<file path="src/rtl/simd_pred_pkg.sv">
package simd_pred_pkg;

    localparam int ELEMS = 16;
    localparam int LANES = 8;
    localparam int PASSES = ELEMS / LANES;

    typedef logic [ELEMS-1:0] mask_t;
    typedef logic [LANES-1:0] lane_mask_t;

    typedef enum logic [2:0] {
        OP_NOP   = 3'd0,
        OP_ALU   = 3'd1,
        OP_IF    = 3'd2,
        OP_ELSE  = 3'd3,
        OP_ENDIF = 3'd4
    } op_e;

    typedef enum logic [1:0] {
        FN_ADD = 2'd0,
        FN_SUB = 2'd1,
        FN_XOR = 2'd2,
        FN_LDI = 2'd3
    } fn_e;

    typedef struct packed {
        mask_t parent;
        mask_t taken;
    } frame_t;

    function automatic lane_mask_t half_of(input mask_t m, input logic hi);
        return hi ? m[ELEMS-1:LANES] : m[LANES-1:0];
    endfunction

endpackage

</file>
<file path="src/rtl/simd_lane.sv">
module simd_lane
    import simd_pred_pkg::*;
#(
    parameter int W       = 8,
    parameter int LANE_ID = 0
) (
    input  fn_e          fn,
    input  logic         hi,
    input  logic [W-1:0] a,
    input  logic [W-1:0] imm,
    output logic [W-1:0] res
);
    localparam logic [W-1:0] IDX_LO = W'(LANE_ID);
    localparam logic [W-1:0] IDX_HI = W'(LANE_ID + LANES);

    logic [W-1:0] idx;

    always_comb begin
        idx = hi ? IDX_HI : IDX_LO;
        case (fn)
            FN_ADD:  res = a + imm;
            FN_SUB:  res = a - imm;
            FN_XOR:  res = a ^ imm;
            default: res = imm + idx;
        endcase
    end
endmodule

</file>
<file path="src/rtl/simd_regfile.sv">
module simd_regfile
    import simd_pred_pkg::*;
#(
    parameter int W    = 8,
    parameter int NREG = 4,
    localparam int RW  = (NREG > 1) ? $clog2(NREG) : 1
) (
    input  logic                clk,
    input  logic                rst,
    input  logic                hi,
    input  logic [RW-1:0]       rs,
    output logic [LANES*W-1:0]  rdata,
    input  lane_mask_t          wen,
    input  logic [RW-1:0]       rd,
    input  logic [LANES*W-1:0]  wdata,
    input  logic [3:0]          dbg_elem,
    input  logic [RW-1:0]       dbg_reg,
    output logic [W-1:0]        dbg_data
);
    logic [W-1:0] mem [ELEMS][NREG];

    always_ff @(posedge clk) begin
        if (rst) begin
            for (int e = 0; e < ELEMS; e++)
                for (int r = 0; r < NREG; r++)
                    mem[e][r] <= '0;
        end else begin
            for (int l = 0; l < LANES; l++)
                if (wen[l])
                    mem[(hi ? LANES : 0) + l][rd] <= wdata[l*W +: W];
        end
    end

    always_comb begin
        for (int l = 0; l < LANES; l++)
            rdata[l*W +: W] = mem[(hi ? LANES : 0) + l][rs];
        dbg_data = mem[dbg_elem][dbg_reg];
    end
endmodule

</file>
<file path="src/rtl/simd_mask_stack.sv">
module simd_mask_stack
    import simd_pred_pkg::*;
#(
    parameter int DEPTH = 4,
    localparam int DW   = $clog2(DEPTH + 1)
) (
    input  logic          clk,
    input  logic          rst,
    input  logic          push,
    input  logic          pop,
    input  frame_t        push_frame,
    output frame_t        top,
    output logic          empty,
    output logic          full,
    output logic [DW-1:0] depth
);
    frame_t        frames [DEPTH];
    logic [DW-1:0] cnt;

    always_ff @(posedge clk) begin
        if (rst) begin
            cnt <= '0;
            for (int i = 0; i < DEPTH; i++) frames[i] <= '0;
        end else if (push) begin
            frames[cnt] <= push_frame;
            cnt         <= cnt + 1'b1;
        end else if (pop) begin
            cnt <= cnt - 1'b1;
        end
    end

    always_comb begin
        empty = (cnt == '0);
        full  = (cnt == DW'(DEPTH));
        depth = cnt;
        top   = empty ? '0 : frames[cnt - 1'b1];
    end

    AST_PUSH_NOT_FULL: assert property (@(posedge clk) disable iff (rst)
        push |-> !full);
    AST_POP_NOT_EMPTY: assert property (@(posedge clk) disable iff (rst)
        pop |-> !empty);
    AST_POP_SHRINKS: assert property (@(posedge clk) disable iff (rst)
        (pop && !push) |=> (cnt == $past(cnt) - 1'b1));
endmodule

</file>
<file path="src/rtl/simd_pred_core.sv">
module simd_pred_core
    import simd_pred_pkg::*;
#(
    parameter int W     = 8,
    parameter int NREG  = 4,
    parameter int DEPTH = 4,
    localparam int RW   = (NREG > 1) ? $clog2(NREG) : 1,
    localparam int DW   = $clog2(DEPTH + 1)
) (
    input  logic               clk,
    input  logic               rst,
    input  logic               in_valid,
    input  logic [2:0]         in_op,
    input  logic [1:0]         in_fn,
    input  logic [RW-1:0]      in_rd,
    input  logic [RW-1:0]      in_rs,
    input  logic [W-1:0]       in_imm,
    input  logic [15:0]        in_cond,
    output logic               busy,
    output logic               wb_valid,
    output logic               wb_hi,
    output logic [RW-1:0]      wb_rd,
    output logic [7:0]         wb_en,
    output logic [8*W-1:0]     wb_data,
    output logic [15:0]        active_mask,
    output logic [DW-1:0]      stack_depth,
    output logic               ovf_err,
    input  logic [3:0]         dbg_elem,
    input  logic [RW-1:0]      dbg_reg,
    output logic [W-1:0]       dbg_data
);
    // second-pass state
    logic          pass2_q;
    fn_e           fn_q;
    logic [RW-1:0] rd_q, rs_q;
    logic [W-1:0]  imm_q;

    mask_t active_q;
    logic  ovf_q;

    op_e   op;
    logic  accept, alu_go, if_go, else_go, endif_go, push, pop;
    frame_t top_frame, new_frame;
    logic  stk_empty, stk_full;

    fn_e           cur_fn;
    logic [RW-1:0] cur_rd, cur_rs;
    logic [W-1:0]  cur_imm;
    logic [LANES*W-1:0] lane_a, lane_res;
    lane_mask_t    lane_wen;

    always_comb begin
        op       = op_e'(in_op);
        accept   = in_valid && !pass2_q;
        alu_go   = accept && (op == OP_ALU) && (active_q != '0);
        if_go    = accept && (op == OP_IF);
        else_go  = accept && (op == OP_ELSE) && !stk_empty;
        endif_go = accept && (op == OP_ENDIF) && !stk_empty;
        push     = if_go && !stk_full;
        pop      = endif_go;
        new_frame.parent = active_q;
        new_frame.taken  = active_q & in_cond;
    end

    always_ff @(posedge clk) begin
        if (rst) begin
            pass2_q  <= 1'b0;
            fn_q     <= FN_ADD;
            rd_q     <= '0;
            rs_q     <= '0;
            imm_q    <= '0;
            active_q <= '1;
            ovf_q    <= 1'b0;
        end else begin
            pass2_q <= alu_go;
            if (alu_go) begin
                fn_q  <= fn_e'(in_fn);
                rd_q  <= in_rd;
                rs_q  <= in_rs;
                imm_q <= in_imm;
            end
            if (if_go && stk_full)
                ovf_q <= 1'b1;
            else if (push)
                active_q <= new_frame.taken;
            else if (else_go)
                active_q <= top_frame.parent & ~top_frame.taken;
            else if (endif_go)
                active_q <= top_frame.parent;
        end
    end

    // pass selection: first pass from the inputs, second from the latch
    always_comb begin
        cur_fn   = pass2_q ? fn_q  : fn_e'(in_fn);
        cur_rd   = pass2_q ? rd_q  : in_rd;
        cur_rs   = pass2_q ? rs_q  : in_rs;
        cur_imm  = pass2_q ? imm_q : in_imm;
        wb_valid = alu_go || pass2_q;
        lane_wen = wb_valid ? half_of(active_q, pass2_q) : '0;
    end

    simd_mask_stack #(.DEPTH(DEPTH)) i_stack (
        .clk        (clk),
        .rst        (rst),
        .push       (push),
        .pop        (pop),
        .push_frame (new_frame),
        .top        (top_frame),
        .empty      (stk_empty),
        .full       (stk_full),
        .depth      (stack_depth)
    );

    simd_regfile #(.W(W), .NREG(NREG)) i_rf (
        .clk      (clk),
        .rst      (rst),
        .hi       (pass2_q),
        .rs       (cur_rs),
        .rdata    (lane_a),
        .wen      (lane_wen),
        .rd       (cur_rd),
        .wdata    (lane_res),
        .dbg_elem (dbg_elem),
        .dbg_reg  (dbg_reg),
        .dbg_data (dbg_data)
    );

    for (genvar l = 0; l < LANES; l++) begin : g_lane
        simd_lane #(.W(W), .LANE_ID(l)) i_lane (
            .fn  (cur_fn),
            .hi  (pass2_q),
            .a   (lane_a[l*W +: W]),
            .imm (cur_imm),
            .res (lane_res[l*W +: W])
        );
    end

    assign busy        = pass2_q;
    assign wb_hi       = pass2_q;
    assign wb_rd       = cur_rd;
    assign wb_en       = lane_wen;
    assign wb_data     = lane_res;
    assign active_mask = active_q;
    assign ovf_err     = ovf_q;

    AST_BUSY_SINGLE: assert property (@(posedge clk) disable iff (rst)
        busy |=> !busy);
    AST_BUSY_FOLLOWS_WB: assert property (@(posedge clk) disable iff (rst)
        busy |-> $past(wb_valid && !wb_hi));
    AST_BUSY_FREEZES_MASK: assert property (@(posedge clk) disable iff (rst)
        busy |=> $stable(active_mask));
    AST_IF_NARROWS: assert property (@(posedge clk) disable iff (rst)
        $past(in_valid && !busy && in_op == 3'd2)
            |-> ((active_mask & ~$past(active_mask)) == '0));
    AST_OVF_STICKY: assert property (@(posedge clk) disable iff (rst)
        ovf_err |=> ovf_err);
    AST_ZERO_MASK_IDLE: assert property (@(posedge clk) disable iff (rst)
        (active_mask == '0) |-> (wb_en == '0));
endmodule

</file>
<file path="config.mk">
export PLATFORM = sky130hd
export DESIGN_NAME = simd_pred_core
export DESIGN_NICKNAME = d
export VERILOG_FILES = /design/src/rtl/simd_pred_pkg.sv /design/src/rtl/simd_lane.sv /design/src/rtl/simd_regfile.sv /design/src/rtl/simd_mask_stack.sv /design/src/rtl/simd_pred_core.sv
export SDC_FILE = /design/constraint.sdc
export NUM_CORES = 2
export LEC_CHECK = 0
export ABC_AREA = 1
export ABC_CLOCK_PERIOD_IN_PS = 6200
export BUFFER_PORTS_ARGS = -buffer_cell sky130_fd_sc_hd__buf_2
export CAP_MARGIN = 20
export CORE_ASPECT_RATIO = 1.2
export CORE_MARGIN = 2
export CORE_UTILIZATION = 45
export DETAILED_ROUTE_END_ITERATION = 12
export HOLD_SLACK_MARGIN = 0.05
export MAX_ROUTING_LAYER = met4
export SKIP_LAST_GASP = 1
export SLEW_MARGIN = 20
export SYNTH_ARGS = -nofsm -noshare
export SYNTH_HDL_FRONTEND = slang
export SYNTH_HIERARCHICAL = 1
export SYNTH_SLANG_ARGS = --single-unit
</file>
<file path="constraint.sdc">
create_clock -name clk -period 6.2 [get_ports clk]
set_input_delay 0.31 -clock clk [delete_from_list [all_inputs] [get_ports clk]]
set_output_delay 0.31 -clock clk [all_outputs]
set_load 0.03 [all_outputs]
</file>
==> impl_metrics.py <==
metrics = {
    "place": {
        "dp.cells": 6969,
        "dpl.hpwl_um": 119000,
        "pre_cts_slack_ps": 1620,
        "portBuffers": 146,
        "gp_congestion": 1.04,
    },
    "clock_tree": {
        "cts_buffers": 76,
        "clk_path_buf_depth": 3,
        "clock_latency_ps": 660,
        "cts_tree": "built",
        "root_buffer": "clkbuf_16",
        "ctsHoldBuffers": 26,
        "path_clk_slew_ps": 60,
        "cts_resized": 0,
        "htree_levels": 3,
        "cts_sinks": 675,
        "postCtsSetupRepairBufs": 0,
    },
    "yosys": {
        "synth-edff-count": 640,
        "yosys_register_bits": 675,
        "yosys.area.top_type_share_pct": 43.7,
        "netlist_area_um2": 43900,
        "synthArstFlopShare_pct": 0,
        "synth_ff_type": "edfxtp_1",
        "muxShareOfSynthArea_pct": 0,
        "yosys.area_share.simple_pct": 33.6,
        "synth_top_area_cell": "edfxtp_1",
        "yosysWarnings": 6,
        "ys_types": 53,
        "synth_top_cells_by_area": "edfxtp_1 44%, nand2_1 12%, nor2_1 9.9%",
        "avgSynthCellArea_um2": 7.56,
        "syn_inst": 5809,
        "synth_fa_ha_area_share_pct": 2.80,
        "synth_compound_area_share_pct": 8.65,
        "synth_top_family_by_area": "simple AND/OR/NAND/NOR gates",
        "synth_seq_area_share_pct": 45.3,
        "synth_fp_nets": 5944,
        "synth_xor_area_share_pct": 1.06,
    },
    "min_path": {
        "min_from": "in_op[1]",
        "hp-class": "in -> reg",
        "holdPathStages": 4,
    },
    "cells_and_area": {
        "design.final.nets": 5938,
        "multi_input_area_um2": 20300,
        "nFillCells": 9600,
        "drive_gt1_share_pct": 9.02,
        "seq_area_um2": 19900,
        "finalNonFillerCells": 7139,
        "final_core_util_pct": 49.5,
        "synthToLayoutAreaGrowth_pct": 9.03,
    },
    "global_route": {
        "antenna_found_initial": 2,
        "grt_pass1_vias": 37800,
        "track_usage_pct": 33.7,
        "grt_pass1_wl_um": 243000,
        "overflow": 0,
        "grt_max_degree": 161,
    },
    "worst_setup_path": {
        "worst-path-max-fanout": 80,
        "critPathLaunchType": "flip-flop",
        "r2r_slack_ps": 1360,
        "crit_path_start": "busy",
        "rr_worst_depth": 17,
        "crit_path_cell_trace": "buf_4 -> buf_4 -> o21ai_0 -> o22ai_1 -> nor2_1 -> a31oi_1 -> ha_1 -> nand2_1 -> inv_1 -> nand2_1 -> nand2_1 -> a21oi_1 -> inv_1 -> nand2_1 -> nand3_1 -> nand2_1 -> buf_2",
        "crit_required_ps": 5890,
        "cpMostUsedCell": "nand2_1",
        "path_class": "reg -> out",
        "max_stage_delay_ps": 860,
        "endpoint_kind": "output port",
        "cp.arrival_ps": 5080,
        "worst_path_max_delay_cell": "buf_4",
        "reg2reg_from": "busy",
    },
    "timing": {
        "tightest_slew_ps": 1080,
        "setup_tns_ps": 0,
        "fin_ws_ps": 813,
        "setup_viol_count_final": 0,
        "min_period_ps": 5390,
        "fmax_mhz": 186,
        "hold_violations": 0,
        "drv_slew": 0,
        "rsz0062_at_grt": "false",
        "holdWs_ps": 86.5,
        "maxSlewHeadroom_pct": 27.8,
        "fin_crit_sh_pct": 86.9,
        "skew_ps": 33.4,
    },
    "routing": {
        "postRouteAntennaNets": 0,
        "drt-pass1-iter-count": 8,
        "wl_per_cell_um": 23.5,
        "drc": 0,
        "vias": 41100,
        "totalWireLength_um": 168000,
        "vias_per_cell": 5.76,
        "first_iter_violations": 5104,
    },
    "run": {
        "max_cap_violations": 0,
    },
    "power": {
        "p_per_area_nw_per_um2": 265,
        "p_int_w": 0.00848,
        "pwr-share-seq_pct": 41.5,
        "ir_worst_vdd_mv": 0.241,
        "netSwitchingPower_w": 0.00421,
        "p_clk_share_pct": 36.3,
        "combPwrFrac_pct": 22.2,
        "p_leak_nw": 21.0,
        "switching_share_pct": 33.2,
    },
    "floorplan": {
        "start_util_pct": 45.4,
        "coreArea_um2": 96800,
        "die_width_um": 289,
        "die_area_um2": 100000,
        "die_y_um": 346,
        "io_pins": 147,
        "fp-row-count": 125,
    },
    "status": {
        "status": "finished clean",
    },
}
==> power groups by stage <==
stage                     clock network [W]  logic (W)  registers, W
after global routing                0.00481    0.00305       0.00527
after CTS                           0.00465    0.00278       0.00526
final                               0.00461    0.00282       0.00526
after global placement                    0    0.00275       0.00535
after detailed placement                  0    0.00276       0.00535
after floorplan                           0    0.00186       0.00530
==> through the flow <==
step                      total power [W]  area (um^2)
after floorplan                   0.00716        43900
after global placement            0.00810        45100
after detailed placement          0.00811        45100
after CTS                          0.0127        47900
after global routing               0.0131        47900
final                              0.0127        47900
==> Yosys cell counts (29+ instances only) <==
library cell and number:
nand2_1 1406, nor2_1 1160, nand3_1 695, edfxtp_1 640, inv_1 478, o21ai_0 326, a21oi_1 165, buf_2 118
clkbuf_1 92, ha_1 84, o22ai_1 65, a31oi_1 64, nand3_2 55, buf_4 54, xor2_1 42, nand4_1 37
inv_2 36, dfxtp_1 35, buf_6 30, o21ai_1 29
==> layout by cell type, fill, tap and decap left out, types with 8 or more instances in the layout <==
| cell type | instances |
|---|---|
| a31oi_1 | 64 |
| o22ai_1 | 65 |
| nor2_2 | 11 |
| nand3_1 | 695 |
| inv_2 | 36 |
| clkinv_1 | 19 |
| nand3b_1 | 12 |
| buf_4 | 54 |
| clkbuf_16 | 76 |
| dfxtp_1 | 33 |
| nor3_2 | 9 |
| clkbuf_1 | 15 |
| nand2_1 | 1395 |
| nor2_4 | 13 |
| nand3_2 | 55 |
| nand2_2 | 30 |
| xor2_1 | 42 |
| inv_1 | 475 |
| buf_12 | 8 |
| o21ai_1 | 29 |
| a21oi_2 | 12 |
| nor2_1 | 1159 |
| fa_1 | 9 |
| nand4_1 | 37 |
| edfxtp_1 | 640 |
| bufinv_16 | 8 |
| a21oi_1 | 165 |
| xnor2_1 | 11 |
| dlygate4sd3_1 | 26 |
| o21ai_0 | 325 |
| ha_1 | 84 |
| or2_2 | 10 |
| clkinv_2 | 15 |
| buf_2 | 144 |
| nand2_4 | 8 |
==> routing by layer <==
metal  vias to the layer above  track usage, %  wire, um
li1                      19200               -         -
met1                     19500            43.6     66300
met2                      2045            52.3     78100
met3                       359            5.09     15200
met4                         0            14.8      8240
met5                         -               -         0
==> worst paths after layout <==
path / end
worst min register to register: ovf_err
worst max register to register: i_rf/mem[9][23]
worst max-delay path: wb_data[15]
worst min-delay path: rs_q[0]
==> kinds of logic after synthesis <==
kind of cell               after synthesis
and+or+nand+nor                       3458
buffers and inverters                  837
AOI/OAI and AO/OA                      693
DFF                                    675
adders and majority gates               93
xor gates and xnor gates                53
==> flip-flops by register name, summed over array words and instances (netlist names) <==
name            cells
i_rf/mem          512
i_stack/frames    128
active_mask        16
imm_q               8
i_stack/depth       3
fn_q                2
rd_q                2
rs_q                2
busy                1
ovf_err             1
==> area by class of cell <==
cell class                      instances  share of cell area, %
Inverter                              520                   4.12
Clock inverter                         48                   1.07
Multi-Input combinational cell       4297                   42.5
Tap cell                             1270                   3.32
Sequential cell                       675                   41.6
Timing Repair Buffer                  233                   3.25
Clock buffer                           93                   4.15
Antenna cell                            3                 0.0157
==> worst max-delay path, delay by kind of cell (launching register included) <==
family | cells | cell delay, ps
and+or+nand+nor | 7 | 550
AOI/OAI and AO/OA | 4 | 1120
buffers and inverters | 5 | 1790
adders and majority gates | 1 | 380
DFF | 1 | 480
Power figures use the tool's default switching activity.
